<file path="src/rtl/clkdiv_pkg.sv">
package clkdiv_pkg;
    localparam int SEL_W   = 3;
    localparam int EXP_MAX = 1 << SEL_W;
    localparam int CNT_W   = EXP_MAX;
    localparam int EXP_W   = $clog2(EXP_MAX + 1);
    localparam int DW      = 8;
    localparam int AW      = 4;

    localparam logic [AW-1:0] A_CPU_SEL  = 4'd0;
    localparam logic [AW-1:0] A_PB_SEL0  = 4'd1;
    localparam logic [AW-1:0] A_STATUS   = 4'd4;
    localparam logic [AW-1:0] A_IEN      = 4'd5;
    localparam logic [AW-1:0] A_IDIS     = 4'd6;
    localparam logic [AW-1:0] A_IMASK    = 4'd7;
    localparam logic [AW-1:0] A_ISTAT    = 4'd8;
    localparam logic [AW-1:0] A_ICLR     = 4'd9;
    localparam logic [AW-1:0] A_CPU_MASK = 4'd10;
    localparam logic [AW-1:0] A_BUS_MASK = 4'd11;
    localparam logic [AW-1:0] A_PB_MASK0 = 4'd12;

    typedef struct packed {
        logic             en;
        logic [SEL_W-1:0] sel;
    } divsel_t;

    typedef enum logic [1:0] {
        ST_READY,
        ST_WAIT_WRAP,
        ST_SETTLE
    } chg_state_e;

    function automatic divsel_t byte_to_sel(logic [DW-1:0] d);
        divsel_t r;
        r.en  = d[DW-1];
        r.sel = d[SEL_W-1:0];
        return r;
    endfunction

    function automatic logic [DW-1:0] sel_to_byte(divsel_t s);
        return {s.en, {(DW-1-SEL_W){1'b0}}, s.sel};
    endfunction

    // division exponent: 0 = undivided, otherwise SEL+1
    function automatic logic [EXP_W-1:0] sel_to_exp(divsel_t s);
        return s.en ? EXP_W'(s.sel) + EXP_W'(1) : '0;
    endfunction

    function automatic divsel_t exp_to_sel(logic [EXP_W-1:0] e);
        divsel_t r;
        if (e == '0) begin
            r = '0;
        end else begin
            r.en  = 1'b1;
            r.sel = SEL_W'(e - EXP_W'(1));
        end
        return r;
    endfunction

    function automatic divsel_t clamp_pb(divsel_t cpu, divsel_t pb);
        logic [EXP_W-1:0] ec;
        logic [EXP_W-1:0] ep;
        ec = sel_to_exp(cpu);
        ep = sel_to_exp(pb);
        return (ep < ec) ? exp_to_sel(ec) : pb;
    endfunction

    function automatic logic tick(logic [CNT_W-1:0] c, logic [EXP_W-1:0] e);
        logic [CNT_W:0] m;
        m = ({{CNT_W{1'b0}}, 1'b1} << e) - (CNT_W+1)'(1);
        return (({1'b0, c} & m) == m);
    endfunction
endpackage

</file>
<file path="src/rtl/clkdiv_regs.sv">
module clkdiv_regs
    import clkdiv_pkg::*;
#(
    parameter int NUM_PB   = 2,
    parameter int CPU_MODS = 4,
    parameter int BUS_MODS = 4,
    parameter int PB_MODS  = 4
) (
    input  logic                               clk,
    input  logic                               rst,
    input  logic                               wr_en,
    input  logic [AW-1:0]                      wr_addr,
    input  logic [DW-1:0]                      wr_data,
    input  logic [AW-1:0]                      rd_addr,
    output logic [DW-1:0]                      rd_data,
    input  logic                               wrap,
    output divsel_t                            cpu_act,
    output divsel_t [NUM_PB-1:0]               pb_act,
    output logic [CPU_MODS-1:0]                cpu_mask,
    output logic [BUS_MODS-1:0]                bus_mask,
    output logic [NUM_PB-1:0][PB_MODS-1:0]     pb_mask,
    output logic                               irq
);
    chg_state_e            state;
    divsel_t               cpu_new;
    divsel_t [NUM_PB-1:0]  pb_new;
    logic                  imask_q;
    logic                  istat_q;
    logic                  ready;
    logic [NUM_PB-1:0]     pb_hit;
    logic [NUM_PB-1:0]     pbm_hit;
    logic                  sel_hit;
    logic                  unused_bits;

    assign unused_bits = ^wr_data;
    assign ready       = (state == ST_READY);

    always_comb begin
        for (int i = 0; i < NUM_PB; i++) begin
            pb_hit[i]  = (wr_addr == A_PB_SEL0 + AW'(i));
            pbm_hit[i] = (wr_addr == A_PB_MASK0 + AW'(i));
        end
    end

    assign sel_hit = wr_en && ready && ((wr_addr == A_CPU_SEL) || (|pb_hit));

    // change sequencer: accept, wait for wrap, settle one cycle
    always_ff @(posedge clk) begin
        if (rst) begin
            state   <= ST_READY;
            cpu_new <= '0;
            cpu_act <= '0;
            pb_new  <= '0;
            pb_act  <= '0;
        end else begin
            unique case (state)
                ST_READY: begin
                    if (sel_hit) begin
                        state <= ST_WAIT_WRAP;
                        if (wr_addr == A_CPU_SEL) cpu_new <= byte_to_sel(wr_data);
                        for (int i = 0; i < NUM_PB; i++)
                            if (pb_hit[i]) pb_new[i] <= byte_to_sel(wr_data);
                    end
                end
                ST_WAIT_WRAP: begin
                    if (wrap) begin
                        state   <= ST_SETTLE;
                        cpu_act <= cpu_new;
                        for (int i = 0; i < NUM_PB; i++) begin
                            pb_new[i] <= clamp_pb(cpu_new, pb_new[i]);
                            pb_act[i] <= clamp_pb(cpu_new, pb_new[i]);
                        end
                    end
                end
                ST_SETTLE: state <= ST_READY;
                default:   state <= ST_READY;
            endcase
        end
    end

    always_ff @(posedge clk) begin
        if (rst) begin
            cpu_mask <= '1;
            bus_mask <= '1;
            pb_mask  <= '1;
        end else if (wr_en) begin
            if (wr_addr == A_CPU_MASK) cpu_mask <= wr_data[CPU_MODS-1:0];
            if (wr_addr == A_BUS_MASK) bus_mask <= wr_data[BUS_MODS-1:0];
            for (int i = 0; i < NUM_PB; i++)
                if (pbm_hit[i]) pb_mask[i] <= wr_data[PB_MODS-1:0];
        end
    end

    always_ff @(posedge clk) begin
        if (rst) begin
            imask_q <= 1'b0;
            istat_q <= 1'b0;
        end else begin
            if (state == ST_SETTLE)
                istat_q <= 1'b1;
            else if (wr_en && wr_addr == A_ICLR && wr_data[0])
                istat_q <= 1'b0;
            if (wr_en && wr_addr == A_IEN && wr_data[0])
                imask_q <= 1'b1;
            else if (wr_en && wr_addr == A_IDIS && wr_data[0])
                imask_q <= 1'b0;
        end
    end

    assign irq = imask_q & istat_q;

    always_comb begin
        rd_data = '0;
        case (rd_addr)
            A_CPU_SEL:  rd_data = sel_to_byte(cpu_act);
            A_STATUS:   rd_data = DW'(ready);
            A_IMASK:    rd_data = DW'(imask_q);
            A_ISTAT:    rd_data = DW'(istat_q);
            A_CPU_MASK: rd_data = DW'(cpu_mask);
            A_BUS_MASK: rd_data = DW'(bus_mask);
            default:    rd_data = '0;
        endcase
        for (int i = 0; i < NUM_PB; i++) begin
            if (rd_addr == A_PB_SEL0 + AW'(i))  rd_data = sel_to_byte(pb_act[i]);
            if (rd_addr == A_PB_MASK0 + AW'(i)) rd_data = DW'(pb_mask[i]);
        end
    end
endmodule

</file>
<file path="src/rtl/clkdiv_gen.sv">
module clkdiv_gen
    import clkdiv_pkg::*;
#(
    parameter int NUM_PB = 2
) (
    input  logic                  clk,
    input  logic                  rst,
    input  divsel_t               cpu_sel,
    input  divsel_t [NUM_PB-1:0]  pb_sel,
    output logic                  wrap,
    output logic                  cpu_ce,
    output logic                  bus_ce,
    output logic [NUM_PB-1:0]     pb_ce
);
    logic [CNT_W-1:0] cnt;

    always_ff @(posedge clk) begin
        if (rst) cnt <= '0;
        else     cnt <= cnt + CNT_W'(1);
    end

    assign wrap   = &cnt;
    assign cpu_ce = tick(cnt, sel_to_exp(cpu_sel));
    assign bus_ce = cpu_ce;

    for (genvar g = 0; g < NUM_PB; g++) begin : g_pb
        assign pb_ce[g] = tick(cnt, sel_to_exp(pb_sel[g]));
    end
endmodule

</file>
<file path="src/rtl/clkdiv_gate.sv">
module clkdiv_gate #(
    parameter int NUM_PB   = 2,
    parameter int CPU_MODS = 4,
    parameter int BUS_MODS = 4,
    parameter int PB_MODS  = 4
) (
    input  logic                            cpu_ce,
    input  logic                            bus_ce,
    input  logic [NUM_PB-1:0]               pb_ce,
    input  logic [CPU_MODS-1:0]             cpu_mask,
    input  logic [BUS_MODS-1:0]             bus_mask,
    input  logic [NUM_PB-1:0][PB_MODS-1:0]  pb_mask,
    output logic [CPU_MODS-1:0]             cpu_mod_ce,
    output logic [BUS_MODS-1:0]             bus_mod_ce,
    output logic [NUM_PB*PB_MODS-1:0]       pb_mod_ce
);
    assign cpu_mod_ce = cpu_mask & {CPU_MODS{cpu_ce}};
    assign bus_mod_ce = bus_mask & {BUS_MODS{bus_ce}};

    for (genvar g = 0; g < NUM_PB; g++) begin : g_pb
        assign pb_mod_ce[g*PB_MODS +: PB_MODS] = pb_mask[g] & {PB_MODS{pb_ce[g]}};
    end
endmodule

</file>
<file path="src/rtl/clkdiv_ctrl.sv">
module clkdiv_ctrl
    import clkdiv_pkg::*;
#(
    parameter int NUM_PB   = 2,
    parameter int CPU_MODS = 4,
    parameter int BUS_MODS = 4,
    parameter int PB_MODS  = 4
) (
    input  logic                        clk,
    input  logic                        rst,
    input  logic                        wr_en,
    input  logic [AW-1:0]               wr_addr,
    input  logic [DW-1:0]               wr_data,
    input  logic [AW-1:0]               rd_addr,
    output logic [DW-1:0]               rd_data,
    output logic                        cpu_ce,
    output logic                        bus_ce,
    output logic [NUM_PB-1:0]           pb_ce,
    output logic [CPU_MODS-1:0]         cpu_mod_ce,
    output logic [BUS_MODS-1:0]         bus_mod_ce,
    output logic [NUM_PB*PB_MODS-1:0]   pb_mod_ce,
    output logic                        irq
);
    logic                            wrap;
    divsel_t                         cpu_act;
    divsel_t [NUM_PB-1:0]            pb_act;
    logic [CPU_MODS-1:0]             cpu_mask;
    logic [BUS_MODS-1:0]             bus_mask;
    logic [NUM_PB-1:0][PB_MODS-1:0]  pb_mask;

    clkdiv_regs #(
        .NUM_PB(NUM_PB), .CPU_MODS(CPU_MODS), .BUS_MODS(BUS_MODS), .PB_MODS(PB_MODS)
    ) u_regs (
        .clk(clk), .rst(rst), .wr_en(wr_en), .wr_addr(wr_addr), .wr_data(wr_data),
        .rd_addr(rd_addr), .rd_data(rd_data), .wrap(wrap),
        .cpu_act(cpu_act), .pb_act(pb_act),
        .cpu_mask(cpu_mask), .bus_mask(bus_mask), .pb_mask(pb_mask), .irq(irq)
    );

    clkdiv_gen #(.NUM_PB(NUM_PB)) u_gen (
        .clk(clk), .rst(rst), .cpu_sel(cpu_act), .pb_sel(pb_act),
        .wrap(wrap), .cpu_ce(cpu_ce), .bus_ce(bus_ce), .pb_ce(pb_ce)
    );

    clkdiv_gate #(
        .NUM_PB(NUM_PB), .CPU_MODS(CPU_MODS), .BUS_MODS(BUS_MODS), .PB_MODS(PB_MODS)
    ) u_gate (
        .cpu_ce(cpu_ce), .bus_ce(bus_ce), .pb_ce(pb_ce),
        .cpu_mask(cpu_mask), .bus_mask(bus_mask), .pb_mask(pb_mask),
        .cpu_mod_ce(cpu_mod_ce), .bus_mod_ce(bus_mod_ce), .pb_mod_ce(pb_mod_ce)
    );
endmodule

</file>
<file path="config.mk">
export PLATFORM = sky130hd
export DESIGN_NAME = clkdiv_ctrl
export DESIGN_NICKNAME = d
export VERILOG_FILES = /design/src/rtl/clkdiv_pkg.sv /design/src/rtl/clkdiv_regs.sv /design/src/rtl/clkdiv_gen.sv /design/src/rtl/clkdiv_gate.sv /design/src/rtl/clkdiv_ctrl.sv
export SDC_FILE = /design/constraint.sdc
export NUM_CORES = 1
export LEC_CHECK = 0
export BUFFER_PORTS_ARGS = -buffer_cell sky130_fd_sc_hd__buf_4
export CAP_MARGIN = 25
export CORE_ASPECT_RATIO = 1.75
export CORE_MARGIN = 2
export CORE_UTILIZATION = 45
export CTS_CLUSTER_SIZE = 8
export DETAILED_ROUTE_END_ITERATION = 7
export PLACE_DENSITY_LB_ADDON = 0.1
export SETUP_SLACK_MARGIN = 0.5
export SLEW_MARGIN = 20
export SYNTH_ARGS = -nofsm -noshare
export SYNTH_HDL_FRONTEND = slang
export SYNTH_SLANG_ARGS = --single-unit
</file>
<file path="constraint.sdc">
create_clock -name clk -period 6.2 [get_ports clk]
set_input_delay 0.31 -clock clk [delete_from_list [all_inputs] [get_ports clk]]
set_output_delay 0.31 -clock clk [all_outputs]
set_load 0.02 [all_outputs]
</file>
-- After elaboration in Yosys (flattened, before gate mapping)
Index checks and enable logic that the tools add are counted.
W data, S select, Z words.
- output and inout bits: 29
- bits in registers: 52
- bits of input ports: 19
- logic and storage cells: 124
- equality and inequality tests: 27
- mux-type cells: 26
- order comparisons: 2
- add/subtract/negate cells: 11
- shift operators: 3
- reductions and logical operators: 27
- bitwise operators: 8
- operator list (cell ; count):
    $mux W8 ; 6
    $pmux W8 S6 ; 1
    $mux W4 ; 11
    $eq A4 B4 Y1 const B ; 10
    $and A8 B9 Y9 ; 3
    $eq A9 B9 Y1 ; 3
    $shl A1 B4 Y9 const A ; 3
    $sub A9 B1 Y9 const B ; 3
    $add A3 B1 Y4 const B ; 6
    $and A4 B4 Y4 ; 4
    $eq A4 B3 Y1 const B ; 4
    $pmux W8 S2 ; 1
    $logic_not A4 Y1 ; 3
    $reduce_and A2 Y1 ; 5
    $reduce_and A9 Y1 ; 1
    $add A8 B1 Y8 const B ; 1
    $eq A4 B1 Y1 const B ; 2
    $eq A4 B2 Y1 const B ; 2
    $logic_and A1 B1 Y1 ; 8
    $lt A4 B4 Y1 ; 2
    $reduce_and A4 Y1 ; 2
    $reduce_and A8 Y1 ; 1
    $ne A2 B2 Y1 const B ; 3
    $reduce_bool A2 Y1 ; 3
    other kinds (12) ; 16

-- Logic depth before layout (Yosys ltp)
Gate-level depths: netlist of run 1.
- depth in word-level cells: 7
- mapped depth: 13
- gate-level depth less buffers: 12

-- By module
Synthesis of run 1 repeated with hierarchy kept, for this count alone.
- cell total of the unflattened synthesis: 553
- area, all modules: 4196.5 um^2
- modules (own cells, without submodules) (module ; sequential area each (um^2) ; cells an instance ; instances ; area an instance (um^2)):
    clkdiv_regs ; 880.8 ; 349 ; 1 ; 2755.1
    clkdiv_gen ; 160.2 ; 188 ; 1 ; 1341.3
    clkdiv_gate ; 0.0 ; 16 ; 1 ; 100.1

-- Least setup slack after synthesis of run 1
OpenSTA, ideal clock, no wires.
- kind: register to output
- from: register, netlist name u_regs.pb_act[1]
- to: output port pb_mod_ce[0]
- slack: 2.864 ns
- cell stages (with the launch flop): 14
- arrival: 3.026 ns
- required time: 5.890 ns
- buffers on the path: 1
- cell sequence: dfxtp_1 ha_1 buf_2 inv_1 or3_1 o21ai_0 a31oi_1 ha_1 nor2_1 a21oi_1 or4_1 a2111oi_0 o211ai_1 nor2_1
- cells in the longest elaborated chain, start to end: 7
- ends and longest elaborated chain (element ; RTL line ; text):
    $add A3 B1 Y4 (*) ; clkdiv_pkg.sv:45 ; return s.en ? EXP_W'(s.sel) + EXP_W'(1) : '0;
    $mux W4 (*) ; clkdiv_pkg.sv:45 ;
    $shl A1 B4 Y9 (*) ; clkdiv_pkg.sv:69 ; m = ({{CNT_W{1'b0}}, 1'b1} << e) - (CNT_W+1)'(1);
    $sub A9 B1 Y9 (*) ; clkdiv_pkg.sv:69 ;
    $and A8 B9 Y9 ; clkdiv_pkg.sv:70 ; return (({1'b0, c} & m) == m);
    $eq A9 B9 Y1 (*) ; clkdiv_pkg.sv:70 ;
    $and A4 B4 Y4 (*) ; clkdiv_gate.sv:21 ; assign pb_mod_ce[g*PB_MODS +: PB_MODS] = pb_mask[g] & {PB_MODS{pb_ce[g]}};
    end: declaration ; clkdiv_ctrl.sv:21 ; output logic [NUM_PB*PB_MODS-1:0] pb_mod_ce,
Every way passes the cells marked *; elsewhere a longest branch is shown, timed or not.

-- Final worst setup path of run 1
- from: register, netlist name u_regs.pb_act[0]
- to: output port pb_mod_ce[1]
- cells in the longest elaborated chain, start to end: 7
- ends and longest elaborated chain (element ; RTL line):
    $add A3 B1 Y4 (*) ; clkdiv_pkg.sv:45
    $mux W4 (*) ; clkdiv_pkg.sv:45
    $shl A1 B4 Y9 (*) ; clkdiv_pkg.sv:69
    $sub A9 B1 Y9 (*) ; clkdiv_pkg.sv:69
    $and A8 B9 Y9 ; clkdiv_pkg.sv:70
    $eq A9 B9 Y1 (*) ; clkdiv_pkg.sv:70
    $and A4 B4 Y4 (*) ; clkdiv_gate.sv:21
Marked as above.

==> results of run 1 <==
worst register-to-register path: stages, from the launching register on:
cell and delay [ns]:
dfxtp_1 0.50, ha_1 0.27, xor2_1 0.20, nand2_1 0.12, ha_1 0.34, a21oi_1 0.15, a21boi_1 0.13, nor2_1 0.39
o21bai_1 0.14, a32o_1 0.27
layer usage:
| metal | GRT usage (%) | share of wire, % | up-vias | routed length [um] |
|---|---|---|---|---|
| met5 | 0 | 0 | - | 0 |
| met4 | 8.153 | 2.5 | 0 | 279 |
| met3 | 2.488 | 2.7 | 20 | 304 |
| met2 | 46.75 | 55 | 70 | 6209 |
| met1 | 27.10 | 40 | 1886 | 4576 |
| li1 | - | - | 1935 | - |
flip-flops by register name, indices dropped and copies added (netlist names):
signal,flops
u_regs.imask_q,1
u_regs.cpu_act,4
u_regs.pb_mask,8
u_gen.cnt,8
u_regs.state,2
u_regs.cpu_mask,4
u_regs.cpu_new,4
u_regs.istat_q,1
u_regs.pb_act,8
u_regs.pb_new,8
u_regs.bus_mask,4
layout by cell type, fill, tap and decap left out, types with 16 or more instances in the layout:
master / n
nand2_1: 60
dfxtp_1: 52
nor2_1: 48
buf_4: 42
mux2i_1: 32
a21oi_1: 28
and2_1: 21
nor2b_1: 19
inv_1: 17
o21ai_0: 17
nand3_1: 16
ha_1: 16
final cells by class:
class	count	area (um2)
clock buffers	6	128.9
fillers	902	4245
flip-flops and latches	52	1041
clock inverters	1	5.005
repair buffers	42	315.3
well taps	117	146.4
multi-input cells	422	2778
inverters	18	67.56
worst paths after layout:
| path | startpoint | to | slack (ns) | cells after the start |
|---|---|---|---|---|
| worst min-delay path | wr_data[3] | u_regs.bus_mask[3] | 0.26 | 3 |
| worst min register to register | u_regs.pb_mask[0] | u_regs.pb_mask[0] | 0.47 | 2 |
| worst max-delay path | u_regs.pb_act[0] | pb_mod_ce[1] | 1.80 | 13 |
| worst max register to register | u_regs.cpu_new[0] | u_regs.pb_new[2] | 3.59 | 9 |
kinds of logic after synthesis:
kind of cell	synth area share [%]
flops	25.69
fa+ha+maj	4.940
compound gates	23.06
simple gates	29.02
mux	8.737
xor+xnor	2.377
other cells	0.09253
buf+inv	6.082
metrics by stage:
step	instance area, um2	hold slack [ns]	cells	util (%)	power [uW]
floorplan	4060	0.4351	532	-	401.7
detailed placement	4348	0.4622	651	49.82	428.1
CTS	4482	0.2635	658	51.35	692.0
global route	4482	0.2747	658	51.35	709.5
finish	4482	0.2594	658	51.35	685.5
global placement	4348	0.4554	651	49.82	427.3
power breakdown:
part           internal (uW)  leakage (uW)  total, uW  switching (uW)
clock network            147     0.0000667        265             118
logic                   29.0       0.00131       74.3            45.4
registers                339      0.000421        346            7.61
total                    515       0.00179        685             171
==> flow_summary.yaml, run 1 <==
cts:
  clockBufferDepth: 2
  cts_num_sinks: 52
  clk_latency_ns: 0.29
  cts_made_buffers: 5
  cts_tree: "done"
  cts_setup_buffers: 0
  cts.clk_slew.worst_paths_ns: 0.06
  htreeDepth: 2
  cts_resized: 0
  cts-hold-fix-buffers: 0
  ctsRootBufferMaster: "clkbuf_16"
yosys:
  yosys_warnings: 0
  synth_edf_count: 0
  syn_area_um2: 4053
  avgSynthCellArea_um2: 7.646
  synth.most_common_cell: "nand2_1"
  syn_inst: 530
  synth.distinct_cells: 72
  synthFlopType: "dfxtp_1"
  async_flop_share_pct: 0
  synth_common_cells: "60 x nand2_1, 52 x dfxtp_1, 48 x nor2_1"
  ys_ff_latch: 52
  synth_top_area_cell: "dfxtp_1"
  seq_area_frac_synth_pct: 25.69
  synthDominantCellAreaShare_pct: 25.69
  netlist_top_cells_area: "dfxtp_1 26%, mux2i_1 7.9%, nand2_1 5.6%, ha_1 4.9%, nor2_1 4.4%"
timing:
  post-route-period-util_pct: 70.95
  final-setup-viol-count: 0
  max_freq_mhz: 227.3
  slew_headroom_pct: 51.22
  hold_violations: 0
  setup_slack_ns: 1.801
  rsz0062_at_grt: "false"
  finClkSkew_ns: 0.003108
  slew_viol_final: 0
  tns_ns: 0
  worst_pin_slew_ns: 0.7256
  period_needed_ns: 4.399
floorplanning:
  rows: 45
  die_h_um: 129.5
  ios: 48
  die-area_um2: 9811
  initial_core_util_pct: 46.44
  coreArea_um2: 8727
  die-width_um: 75.74
layout:
  antenna_cells: 0
  syn_to_final_growth_pct: 10.59
  nets: 576
  layout-drive-gt1-share_pct: 12.20
routing:
  postRouteAntennaNets: 0
  via_per_inst: 5.944
  wl_um: 11370
  dr.pass1.iters: 5
  route.vias.total: 3911
  drtIter0Drc: 165
  drc: 0
  wl_per_cell_um: 17.28
setup_path:
  crit_path_end_kind: "output port"
  max_stage_delay_ns: 0.61
  arrival_ns: 4.09
  cp_top_family: "compound AO/OA/AOI/OAI gates"
  cp_max_fo: 13
  crit_chain: "ha_1 -> inv_1 -> or3_1 -> o21ai_0 -> a31oi_1 -> ha_1 -> inv_1 -> a2111oi_0 -> or4_1 -> a2111oi_0 -> o211ai_1 -> nor2_1 -> buf_4"
  path_class: "flip-flop to output port"
  path_buf_inv: 3
  critPathSlowestCell: "dfxtp_1"
  cp_data_required_time_ns: 5.89
  critPathLaunchType: "flip-flop"
global_route:
  grt-ovfl-total: 0
  antenna_found_initial: 0
  grt_max_degree: 36
  grtUsageTotal_pct: 24.56
  grt_pass1_vias: 3926
  grt_pass1_wl_um: 18710
place:
  place.gp.congestion: 0.8297
  place.detailed.hpwl_um: 8630
  io_buffers: 41
  dpl_worst_slack_ns: 2.110
worst_hold_path:
  min_path_type: "primary input to flip-flop"
pwr:
  max-vdd-ir-drop_uv: 167.9
  power.leakage_uw: 0.001793
  cellPowerDensity_nw_per_um2: 152.9
job:
  cap_viol_max_count: 0
run_status:
  status: "finished, final reports clean"
Power figures use the tool's default switching activity.
==> run 2: changes to the inputs <==
- clock period: 6.2 -> 3.7 ns (I/O delays scaled with it)
==> run 2 against run 1 <==
Critical endpoint is now pb_mod_ce[3]. Sequential share of layout area fell by 1.9 points. Largest power group unchanged. Core utilization is 5.3 points higher. Critical path type unchanged. Count of clock-buffer cells in the layout stayed put.
==> flow_summary.yaml, run 2 (same netlist as run 1, synthesis figures left out) <==
run_status:
  status: "finished, final reports clean"
setup_path:
  cpMostUsedCell: "ha_4"
  startpoint: "u_regs.pb_act[0]"
  critPathSlowestCell: "or4_4"
  cp_top_family: "simple AND/OR/NAND/NOR gates"
  path_buf_inv: 3
  cp_data_required_time_ns: 3.51
  r2r_start: "u_regs.cpu_new[0]"
  critPathLaunchType: "flip-flop"
  path_class: "flip-flop to output port"
  worstSetupPathDepth: 13
  arrival_ns: 3.11
  crit_path_end_kind: "output port"
  r2r_cells: 9
  max_stage_delay_ns: 0.54
  crit_chain: "ha_4 -> inv_2 -> or3_4 -> o21ai_2 -> a31oi_2 -> ha_4 -> o32ai_2 -> or4_4 -> a2111oi_4 -> o211ai_1 -> buf_4 -> nor2_4 -> buf_6"
  cp_max_fo: 5
global_route:
  grt_pass1_wl_um: 19020
  grt-ovfl-total: 0
  use_met3_pct: 2.722
  grtUsageTotal_pct: 25.18
  antenna_found_initial: 0
  grt_pass1_vias: 3863
  top_usage_layer: "met2"
  use_met2_pct: 44.65
  gr-usage-met1_pct: 28.96
  grt_max_degree: 36
layout:
  antenna_cells: 0
  final_util_pct: 56.69
  layout_common_cells: "60 x nand2_1, 56 x buf_4, 45 x dfxtp_1, 43 x nor2_1, 32 x mux2i_1"
  syn_to_final_growth_pct: 22.07
  seq_area_um2: 1057
  layout_commonest_cell: "nand2_1"
  layout-drive-gt1-share_pct: 22.30
  multi_input_area_um2: 2977
  nets: 599
  num-fill-cells: 857
  layout.cells.non_filler: 682
timing:
  worst_pin_slew_ns: 0.7178
  slew_headroom_pct: 52.02
  rsz0062_at_grt: "true"
  period_needed_ns: 3.291
  slew_viol_final: 0
  tns_ns: 0
  finClkSkew_ns: 0.01322
  max_freq_mhz: 303.9
  hold_violations: 0
  post-route-period-util_pct: 88.94
  hold_ws_ns: 0.1375
  final-setup-viol-count: 0
  setup_slack_ns: 0.4091
cts:
  cts-hold-fix-buffers: 0
  cts_made_buffers: 5
  cts_num_sinks: 52
  clk_latency_ns: 0.30
  cts.clk_slew.worst_paths_ns: 0.07
  clockBufferDepth: 2
  ctsRootBufferMaster: "clkbuf_16"
  htreeDepth: 2
  cts_tree: "done"
pwr:
  power.leakage_uw: 0.001983
  cellPowerDensity_nw_per_um2: 254.9
  max-vdd-ir-drop_uv: 282.1
place:
  place.gp.congestion: 0.8855
  dp_cells: 658
  io_buffers: 41
  dpl_worst_slack_ns: 0.2475
  place.detailed.hpwl_um: 8797
floorplanning:
  rows: 45
  coreArea_um2: 8727
  die-width_um: 75.74
  die-area_um2: 9811
  initial_core_util_pct: 46.44
  die_h_um: 129.5
  ios: 48
routing:
  wl_per_cell_um: 17.48
  dr.pass1.iters: 4
  postRouteAntennaNets: 0
  wl_um: 11920
  route.vias.total: 4037
  via_per_inst: 5.919
  drtIter0Drc: 249
  drc: 0
worst_hold_path:
  min_path_type: "primary input to flip-flop"
  min_from: "wr_data[3]"
  hold_path_depth: 3
job:
  cap_viol_max_count: 0
[run 2: cell types whose count changed in the layout (fill, tap and decap cells not counted), sizes merged]
cell	previous run	this run
buf	42	65
bufinv	0	1
[run 2: final cells by class]
cell class / count / share of cell area [%]
Clock buffer: 6 / 2.807
Clock inverter: 2 / 0.7840
Timing Repair Buffer: 65 / 10.55
Inverter: 18 / 1.366
Sequential cell: 52 / 21.37
Multi-Input combinational cell: 422 / 60.17
Tap cell: 117 / 2.959
[run 2: worst reg2reg max path, cell delays in order, from the launching register on]
cell	delay, ns
dfxtp_1	0.49
ha_1	0.27
xor2_1	0.19
nand2_1	0.12
ha_1	0.35
a21oi_1	0.20
a21boi_1	0.15
nor2_1	0.39
nand2_1	0.10
a311oi_1	0.34
[run 2: where the power goes]
group / internal [uW] / switching [uW]
registers: 565 / 13.4
logic: 50.2 / 77.9
clock network: 339 / 215
[run 2: timing repair]
item                       in CTS  in global routing
resized for setup              35                 27
pin swaps                      11                  8
buffers inserted               11                  5
setup endpoints to repair      20                 20
[run 2: per-layer routing]
layer  wire, um  part of all wire, %
met1       4741                   40
met2       6354                   53
met3        376                  3.2
met4        451                  3.8
met5          0                    0
[run 2: worst paths after layout]
path	slack, ns	end
min reg2reg	0.48	u_regs.pb_mask[0]
min	0.14	u_regs.bus_mask[3]
max reg2reg	0.99	u_regs.pb_act[0]
max	0.41	pb_mod_ce[3]
[run 2: per-stage QoR]
stage	power, uW	cell area, um2
after global placement	716.0	4400
after global routing	1307	4947
after floorplan	673.1	4060
after detailed placement	717.6	4400
final	1261	4947
after CTS	1271	4803
==> run 3: changes to the inputs <==
- ABC_AREA: unset -> 1
- CORE_UTILIZATION: 45 -> 44
==> run 3 against run 2 <==
Count of clock-buffer cells in the layout up 1. Sequential share of layout area is 2.3 points higher. Sequential cell count stayed put. Core utilization fell by 4.0 points. First-iteration DRC count shrank 9.2%. Synthesized area is 6.1% lower. Final cell count is 17% higher. Total power rose by 3.9%. Die area fell by 3.8%. Critical path type unchanged. Critical endpoint is now bus_mod_ce[3]. Highest routed layer unchanged.
==> flow_summary.yaml, run 3 <==
cts:
  ctsRootBufferMaster: "clkbuf_16"
  cts.clk_slew.worst_paths_ns: 0.07
  clockBufferDepth: 2
  cts_setup_buffers: 0
  cts_tree: "done"
  htreeDepth: 2
  cts_num_sinks: 52
  clk_latency_ns: 0.29
  cts_made_buffers: 5
setup_path:
  reg2reg_slack_ns: 1.18
  crit_path_end_kind: "output port"
  r2r_start: "u_regs.cpu_new[0]"
  max_stage_delay_ns: 0.35
  crit_chain: "ha_1 -> nand2_1 -> inv_1 -> nor2_2 -> nand3_1 -> ha_1 -> o21ai_0 -> a21oi_1 -> nand3_1 -> nor2_2 -> nand3_2 -> nor2_1 -> buf_4"
  cp_max_fo: 9
  critPathLaunchType: "flip-flop"
  path_class: "flip-flop to output port"
  r2r_cells: 10
  critPathSlowestCell: "dfxtp_2"
  cp_top_family: "simple AND/OR/NAND/NOR gates"
  cp_data_required_time_ns: 3.51
  path_buf_inv: 2
  r2r-end: "u_regs.pb_act[6]"
  arrival_ns: 2.74
pwr:
  power.leakage_uw: 0.002239
  finalPower_uw: 1310
  p_switching_uw: 324.5
  netSwitchingFraction_pct: 24.78
  clkPwrFrac_pct: 43.0
  p_int_uw: 985.1
  pwr-share-comb_pct: 12.3
  p_seq_share_pct: 44.7
  cellPowerDensity_nw_per_um2: 297.3
  max-vdd-ir-drop_uv: 196.0
layout:
  final_util_pct: 52.65
  layout.cells.non_filler: 795
  syn_to_final_growth_pct: 15.71
  layout-drive-gt1-share_pct: 10.00
  nets: 714
  layout_common_cells: "168 x nand2_1, 100 x inv_1, 91 x nor2_1, 51 x dfxtp_1, 42 x buf_4"
  final_area_um2: 4405
  layout_commonest_cell: "nand2_1"
  antenna_cells: 0
timing:
  hold_violations: 0
  final-setup-viol-count: 0
  rsz0062_at_grt: "false"
  slew_headroom_pct: 36.00
  period_needed_ns: 2.929
  finClkSkew_ns: 0.007045
  post-route-period-util_pct: 79.16
  worst_pin_slew_ns: 0.9526
  slew_viol_final: 0
  tns_ns: 0
  max_freq_mhz: 341.4
yosys:
  netlist_top_cells_area: "dfxtp_1 27%, nand2_1 17%, inv_1 9.9%, nor2_1 9.0%, nand3_1 5.4%"
  syn_inst: 640
  synthFlopType: "dfxtp_1"
  yosys_warnings: 0
  avgSynthCellArea_um2: 5.949
  seq_area_frac_synth_pct: 27.34
  synth.most_common_cell: "nand2_1"
  ys_ff_latch: 52
  synth_common_cells: "168 x nand2_1, 100 x inv_1, 91 x nor2_1"
  synth.distinct_cells: 34
  async_flop_share_pct: 0
  syn_area_um2: 3807
  synth_top_area_cell: "dfxtp_1"
  synth_edf_count: 0
  synthDominantCellAreaShare_pct: 27.34
routing:
  dr.pass1.iters: 4
  wl_um: 11130
  drtIter0Drc: 226
  drc: 0
  route.vias.total: 4169
  postRouteAntennaNets: 0
  via_per_inst: 5.244
  wl_per_cell_um: 13.99
place:
  place.gp.congestion: 0.9559
  io_buffers: 41
  place.detailed.hpwl_um: 9011
  dp_cells: 787
  placed_area_um2: 4222
global_route:
  antenna_found_initial: 0
  grtUsageTotal_pct: 24.53
  grt_pass1_wl_um: 18160
  grt-ovfl-total: 0
  grt_max_degree: 20
  grt_pass1_vias: 4027
floorplanning:
  rows: 44
  die_h_um: 127.1
  ios: 48
  coreArea_um2: 8368
  die-area_um2: 9443
  die-width_um: 74.32
  initial_core_util_pct: 45.50
worst_hold_path:
  min_path_type: "primary input to flip-flop"
  min_from: "wr_data[3]"
  hold_path_depth: 3
  worstHoldEndpoint: "u_regs.pb_mask[7]"
run_status:
  status: "finished, final reports clean"
job:
  cap_viol_max_count: 0
==> run 3: cell type report <==
class	instances	area, um2
clock buffer	7	152.6
clock inverter	1	30.03
fill	925	3963
inverter	102	382.9
multi-input combinational	475	2323
sequential	52	1042
tap	115	143.9
timing repair buffer	43	330.3
==> run 3: what timing repair did <==
item                       CTS  global route
resized for setup            0             1
hold buffers                 0             0
setup endpoints to repair    0             1
==> run 3: power by group through the flow <==
stage | registers (uW) | clock network [uW] | logic [uW]
floorplan | 594 | 0 | 102
finish | 585 | 563 | 161
global placement | 598 | 0 | 158
CTS | 585 | 573 | 162
global route | 587 | 595 | 180
detailed placement | 598 | 0 | 161
==> run 3: worst register-to-register path, cell delays in order (launching register included) <==
cell and delay [ns]:
dfxtp_1 0.37, ha_1 0.22, o21ai_0 0.56, ha_1 0.35, nand2_1 0.06, inv_1 0.04, nand2_1 0.05, nand2_1 0.19
o21ai_0 0.44, o21ai_0 0.13, inv_1 0.06
==> run 3: logic make-up after synthesis <==
group	synth area share (%)
simple gates	38.71
flops	27.34
xor+xnor	0.6902
buf+inv	11.83
fa+ha+maj	5.258
other cells	0.09849
compound gates	16.07
==> run 3: worst max-delay path by stage <==
| stage | from | endpoint | slack, ns | cells past startpoint |
|---|---|---|---|---|
| after detailed placement | u_regs.cpu_act[0] | bus_mod_ce[3] | 1.03 | 13 |
| after CTS | u_regs.cpu_act[0] | bus_mod_ce[3] | 0.71 | 13 |
| final | u_regs.cpu_act[0] | bus_mod_ce[3] | 0.77 | 13 |
| after global routing | u_regs.cpu_act[0] | bus_mod_ce[3] | 0.56 | 13 |
| after global placement | u_regs.cpu_act[0] | cpu_mod_ce[0] | 1.14 | 13 |
| after floorplan | u_regs.cpu_act[0] | cpu_ce | 1.29 | 13 |
==> run 3: stage by stage <==
stage	hold WS (ns)	worst slack [ns]
after floorplan	0.3154	1.286
after global placement	0.4401	1.139
after detailed placement	0.4489	1.029
after CTS	0.1431	0.7065
after global routing	0.1502	0.5595
final	0.1493	0.7710
==> run 3: routing by layer <==
metal	vias up	wire length (um)	track usage [%]
li1	2146	-	-
met1	1925	4308	25.10
met2	73	6048	46.69
met3	25	283	3.155
met4	0	485	11.87
met5	-	0	0
